==> src/rtl/gpio_edge_pkg.sv <==
package gpio_edge_pkg;

  // width codes on busSize
  localparam logic [1:0] SIZE_HALF = 2'b01;

  // register word addresses
  localparam logic [3:0] ADDR_OUT  = 4'h0;
  localparam logic [3:0] ADDR_DIR  = 4'h2;
  localparam logic [3:0] ADDR_EDGE = 4'h4;
  localparam logic [3:0] ADDR_MASK = 4'h6;
  localparam logic [3:0] ADDR_STAT = 4'h8;
  localparam logic [3:0] ADDR_GATE = 4'hA;
  localparam logic [3:0] ADDR_DIN  = 4'hC;

  typedef enum logic [2:0] {
    SEL_OUT, SEL_DIR, SEL_EDGE, SEL_MASK, SEL_STAT, SEL_GATE, SEL_DIN, SEL_NONE
  } regSel_e;

  // strobes from control to datapath
  typedef struct packed {
    logic    wrEn;
    logic    rdEn;
    regSel_e sel;
  } strobe_t;

endpackage

==> src/rtl/gpio_edge_ctrl.sv <==
module gpio_edge_ctrl
  import gpio_edge_pkg::*;
#(
  parameter int ADDR_W = 4
) (
  input  logic              clk,
  input  logic              rstN,
  input  logic              busReq,
  input  logic              busWr,
  input  logic [ADDR_W-1:0] busAddr,
  input  logic [1:0]        busSize,
  output strobe_t           stb,
  output logic              busAck,
  output logic              busErr
);

  logic    sizeOk;
  regSel_e selDec;

  assign sizeOk = (busSize == SIZE_HALF);

  always_comb begin
    case (4'(busAddr))
      ADDR_OUT:  selDec = SEL_OUT;
      ADDR_DIR:  selDec = SEL_DIR;
      ADDR_EDGE: selDec = SEL_EDGE;
      ADDR_MASK: selDec = SEL_MASK;
      ADDR_STAT: selDec = SEL_STAT;
      ADDR_GATE: selDec = SEL_GATE;
      ADDR_DIN:  selDec = SEL_DIN;
      default:   selDec = SEL_NONE;
    endcase
  end

  always_comb begin
    stb.wrEn = busReq && busWr && sizeOk;
    stb.rdEn = busReq && !busWr && sizeOk;
    stb.sel  = selDec;
  end

  always_ff @(posedge clk or negedge rstN) begin
    if (!rstN) begin
      busAck <= 1'b0;
      busErr <= 1'b0;
    end else begin
      busAck <= busReq && sizeOk;
      busErr <= busReq && !sizeOk;
    end
  end

endmodule

==> src/rtl/gpio_edge_datapath.sv <==
module gpio_edge_datapath
  import gpio_edge_pkg::*;
#(
  parameter int LINES = 16
) (
  input  logic             clk,
  input  logic             rstN,
  input  strobe_t          stb,
  input  logic [LINES-1:0] wdata,
  input  logic [LINES-1:0] gpioIn,
  output logic [LINES-1:0] rdata,
  output logic [LINES-1:0] gpioOut,
  output logic [LINES-1:0] gpioOe,
  output logic             irq
);

  localparam logic [LINES-1:0] ALL_ONES = {LINES{1'b1}};

  logic [LINES-1:0] outVal, dirMode, edgeSel, irqMask, irqStat, pinGate;
  logic [LINES-1:0] inSamp, inLast, hit, clrBits;
  logic [LINES-1:0] rdMux;

  // configuration registers
  always_ff @(posedge clk or negedge rstN) begin
    if (!rstN) begin
      outVal  <= '0;
      dirMode <= ALL_ONES;
      edgeSel <= '0;
      irqMask <= ALL_ONES;
      pinGate <= ALL_ONES;
    end else if (stb.wrEn) begin
      case (stb.sel)
        SEL_OUT:  outVal  <= wdata;
        SEL_DIR:  dirMode <= wdata;
        SEL_EDGE: edgeSel <= wdata;
        SEL_MASK: irqMask <= wdata;
        SEL_GATE: pinGate <= wdata;
        default: ;
      endcase
    end
  end

  // pin sampling: current and previous sample
  always_ff @(posedge clk or negedge rstN) begin
    if (!rstN) begin
      inSamp <= '0;
      inLast <= '0;
    end else begin
      inSamp <= gpioIn;
      inLast <= inSamp;
    end
  end

  // per-line edge qualification
  for (genvar i = 0; i < LINES; i++) begin : g_line
    logic rise, fall;
    assign rise   = inSamp[i] & ~inLast[i];
    assign fall   = ~inSamp[i] & inLast[i];
    assign hit[i] = (edgeSel[i] ? rise : fall) & dirMode[i] & ~irqMask[i];
  end

  assign clrBits = (stb.wrEn && stb.sel == SEL_STAT) ? wdata : '0;

  always_ff @(posedge clk or negedge rstN) begin
    if (!rstN) irqStat <= '0;
    else       irqStat <= (irqStat & ~clrBits) | hit;
  end

  always_comb begin
    case (stb.sel)
      SEL_OUT:  rdMux = outVal;
      SEL_DIR:  rdMux = dirMode;
      SEL_EDGE: rdMux = edgeSel;
      SEL_MASK: rdMux = irqMask;
      SEL_STAT: rdMux = irqStat;
      SEL_GATE: rdMux = pinGate;
      SEL_DIN:  rdMux = inSamp & pinGate;
      default:  rdMux = '0;
    endcase
  end

  always_ff @(posedge clk or negedge rstN) begin
    if (!rstN)         rdata <= '0;
    else if (stb.rdEn) rdata <= rdMux;
    else               rdata <= '0;
  end

  assign gpioOe  = ~dirMode;
  assign gpioOut = outVal & ~dirMode;
  assign irq     = |irqStat;

endmodule

==> src/rtl/gpio_edge_irq.sv <==
module gpio_edge_irq
  import gpio_edge_pkg::*;
#(
  parameter int LINES  = 16,
  parameter int ADDR_W = 4
) (
  input  logic              clk,
  input  logic              rstN,
  input  logic              busReq,
  input  logic              busWr,
  input  logic [ADDR_W-1:0] busAddr,
  input  logic [1:0]        busSize,
  input  logic [LINES-1:0]  busWdata,
  output logic [LINES-1:0]  busRdata,
  output logic              busAck,
  output logic              busErr,
  input  logic [LINES-1:0]  gpioIn,
  output logic [LINES-1:0]  gpioOut,
  output logic [LINES-1:0]  gpioOe,
  output logic              irq
);

  strobe_t stb;

  gpio_edge_ctrl #(.ADDR_W(ADDR_W)) u_ctrl (
    .clk(clk), .rstN(rstN), .busReq(busReq), .busWr(busWr),
    .busAddr(busAddr), .busSize(busSize), .stb(stb),
    .busAck(busAck), .busErr(busErr)
  );

  gpio_edge_datapath #(.LINES(LINES)) u_dp (
    .clk(clk), .rstN(rstN), .stb(stb), .wdata(busWdata), .gpioIn(gpioIn),
    .rdata(busRdata), .gpioOut(gpioOut), .gpioOe(gpioOe), .irq(irq)
  );

endmodule

==> config.mk <==
export PLATFORM = sky130hd
export DESIGN_NAME = gpio_edge_irq
export DESIGN_NICKNAME = d
export VERILOG_FILES = /design/src/rtl/gpio_edge_pkg.sv /design/src/rtl/gpio_edge_ctrl.sv /design/src/rtl/gpio_edge_datapath.sv /design/src/rtl/gpio_edge_irq.sv
export SDC_FILE = /design/constraint.sdc
export NUM_CORES = 1
export LEC_CHECK = 0
export ABC_AREA = 1
export CAP_MARGIN = 30
export CORE_MARGIN = 2
export CORE_UTILIZATION = 46
export DETAILED_ROUTE_END_ITERATION = 10
export DONT_BUFFER_PORTS = 1
export GPL_ROUTABILITY_DRIVEN = 0
export SETUP_SLACK_MARGIN = 0.05
export SKIP_LAST_GASP = 1
export SLEW_MARGIN = 30
export SYNTH_ARGS = -nofsm -noshare
export SYNTH_HDL_FRONTEND = slang
export SYNTH_SLANG_ARGS = --single-unit
==> constraint.sdc <==
create_clock -name clk -period 1.25 [get_ports clk]
set_clock_uncertainty 0.15 [all_clocks]
set_input_delay 0.375 -clock clk [delete_from_list [all_inputs] [get_ports clk]]
set_output_delay 0.375 -clock clk [all_outputs]
set_load 0.01 [all_outputs]
==> impl_results.md <==
* Count of cell types in the netlist at 23
* Gr usage total at around a quarter
* Longest Clk Path Bufs at 2
* Placed insts at approximately 1,000
* Fin. Hold Viols at 146
* Switching portion of total power at between 20 and 25%
* Num Clock Sinks at around 150
* DRC at 0
* CP startpoint kind: flip-flop
* Net count after synthesis at ~840
* EDFF count, synth at 0
* Asr flop ratio synth at between 90% and 100%
* Register bit total from synthesis at 146
* Slowest CP cell: dfrtp_1
* Reg-to-Reg End: u_dp.rdata[9]
* Max-cap violations at 0
* Rel. slew slack at roughly four fifths
* Die width at 124 um
* Detail Route Antenna Nets at 0
* Min-Delay Path Class: input pin to asynchronous set/reset pin
* Largest net degree at the start of global routing at roughly 150
* Setup crit end: irq
* Vias in the first global route at approximately 5,600
* GR met1 Demand/Resource at around a third
* Peak supply drop at 1.12 mV
* Die area at between 0.015 and 0.02 mm2
* Worst slew pin tran at ~280 ps
* Clock Tree Root: clkbuf_16
* Avg Vias per Cell at 5.38
* Share of cells above drive strength 1 at between 20% and 30%
* RSZ-0062 raised after global routing: yes
* Placed instance area at about 0.0073 mm2
* Final worst slack at -661 ps
* Reg2reg setup slack at 0 ps
* Crit. End Element: primary output
* Port buffer count at 0
* GR Util met3 at under 10%
* GR Util met2 at 43.3%
* Reg-to-Reg Start: u_dp.dirMode[9]
* Site row count at 43
* Crit path time final at 1910 ps
* Worst hold margin at -500 ps
* Skew-Pair Late Insertion Delay at roughly 430 ps
* Main synth FF type: dfrtp_1
* Reg clk slew, reported paths at roughly 60 ps
* Max-slew violations at 0
* TritonRoute pass-1 iters at 5
* Worst-path maximum fanout at 3
* Vias at a little under 6,000
* Routed wire per std cell at approximately 18 um
* Sw Pwr at 2.86 mW
* Total chip power at about 12 mW
* Avg Cell Area, Syn at ~8.3 um2
* Place WS at -294 ps
* CP cell instances: nor2_2 > nand4_1 > nand3b_1
* Synth Cell Area at approximately 0.0066 mm2
* Cell Count, Final, Fillers Out at around 1,100
* Violated checks: negative hold slack, negative setup slack
* Layout net count at roughly 920
* Clock share of power at a little under half
* Critical path startpoint: u_dp.irqStat[2]
* GRT busiest layer: met2
* DRT Wirelength at 18.8 mm
* Reg power frac at about 44%
* Die Y at approximately 120 um
* Synth warn at 0
* Hold_buf cts at 34
* Final Cell Area at 0.00865 mm2
* 1st-iter DRT viols at roughly 570
* Number of antenna diodes at 0
* Total CTS buffers at 17
* Leak at around 3.8 nW
* Pwr Density at ~1400 mW/mm2
* I/O pin cnt at just over 90
* CTS HTree Levels at 4
* Crit path largest cell delay at 400 ps
* Endpoints failing setup at 52
* Final worst-path cycle share at 153%
* Layout Area Growth over Synthesis at 30.5%
* CTS tree: built
* Sequential area share after synthesis at 56.0%
* Initial Utilization at about 47%
* Antenna violations before repair at 0
* Hpwl dp at 12.3 mm
* Post-Synthesis Cells at 797
* Status: finished, violations left
* CP Data Required Time at about 730 ps
* Crit path kind: flip-flop to primary output
* Reg2Reg Depth at 6
* CP arrival at 1390 ps
* Max Fclk at approximately 520 MHz
* Cell Int Power at approximately 9.4 mW
* Logic gate share of total power at a little under a tenth
* GRT overflow at 0
* Core region area at about 0.014 mm2
* First-pass GRT wire length at slightly below 30 mm
[registers in the layout (all words and copies together), names as in the netlist, 16 cells and up]
register and count:
u_dp.irqStat 16, u_dp.inLast 16, u_dp.pinGate 16, u_dp.rdata 16, u_dp.inSamp 16, u_dp.dirMode 16, u_dp.irqMask 16, u_dp.outVal 16
u_dp.edgeSel 16
[Yosys cell counts, types with 2 or more instances]
cell type	count	area share [%]
dfstp_2	48	19
a21oi_1	32	2.4
nor2_1	69	3.9
nor3_1	16	1.2
dfrtp_1	98	37
inv_1	71	4.0
nand3_1	83	6.3
o21ai_1	15	1.1
o21ai_0	97	7.3
nor4_1	2	0.19
clkbuf_1	14	0.79
nor2_4	5	0.85
nand2_1	197	11
buf_4	2	0.23
buf_2	18	1.4
nor2_2	5	0.47
nand3b_1	17	1.9
nand2_2	3	0.28
[area by class of cell]
type / count / area, um2
clock inverters: 9 / 175
flip-flops and latches: 146 / 3710
inverters: 73 / 289
multi-input cells: 544 / 2730
well taps: 180 / 225
repair buffers: 98 / 1020
fillers: 1155 / 5340
clock buffers: 23 / 498
[metrics by stage]
stage	hold WS, ps	setup TNS, ps	util, %
floorplan	-70.6	-13000	-
global placement	-63.9	-21940	52.5
detailed placement	-65.7	-24500	52.5
CTS	-526	-13740	60.4
global route	-521	-14530	61.9
finish	-500	-12830	61.9
[kinds of logic (layout without fill, tap and decap cells)]
kind of cell | after synthesis | count (layout) | share of synthesized area [%]
AND/OR/NAND/NOR | 400 | 400 | 26.6
buffers and inverters | 107 | 203 | 6.51
flip-flops | 146 | 146 | 56.0
AO/OA/AOI/OAI | 144 | 144 | 10.9
[routing by layer]
| metal | share of wire, % | up-vias | wire length, um |
|---|---|---|---|
| met2 | 50 | 201 | 9320 |
| li1 | - | 2765 | - |
| met1 | 43 | 2775 | 8060 |
| met3 | 5.5 | 28 | 1040 |
| met4 | 1.9 | 0 | 355 |
| met5 | 0 | - | 0 |
[worst min path at each step]
stage / start / end / slack (ps) / cells past startpoint
floorplan: rstN / u_ctrl.busAck / -70 / 0
global placement: rstN / u_dp.rdata[1] / -60 / 0
detailed placement: rstN / u_dp.outVal[1] / -70 / 0
CTS: rstN / u_ctrl.busErr / -530 / 0
global route: rstN / u_dp.inSamp[1] / -520 / 0
finish: rstN / u_dp.outVal[1] / -500 / 0
[repair_timing]
item                                    4_1_cts  5_1_grt
gates resized for setup                      37       40
cloned                                        0        2
pin swaps                                    11       29
buffers inserted                              4        3
endpoints found under the hold margin       219      146
endpoints found under the setup margin       65       84
[placed cells by master (no fill, tap or decap), drive strengths merged]
cell	count
nand4	1
bufinv	5
clkinv	3
nor3	16
nand2	200
dfstp	48
clkinvlp	2
nor4	2
and2	1
dlygate4sd3	33
nand3b	17
dlymetal6s4s	1
nor2	79
buf	62
o21ai	112
dfrtp	98
inv	72
a21oi	32
clkbuf	25
nand3	84
[power groups by stage]
stage	sequential, mW	clock, mW	combinational [mW]
6_report	5.43	5.71	1.15
5_1_grt	5.47	6.01	1.27
4_1_cts	5.41	5.81	1.07
3_5_place_dp	5.46	0	0.917
3_3_place_gp	5.45	0	0.893
2_1_floorplan	5.38	0	0.657
[critical path, delay by kind of cell (launching register included)]
family / cells / cell delay, ps
flops: 1 / 400
simple gates: 3 / 570
(Power assumes the default switching activity.)
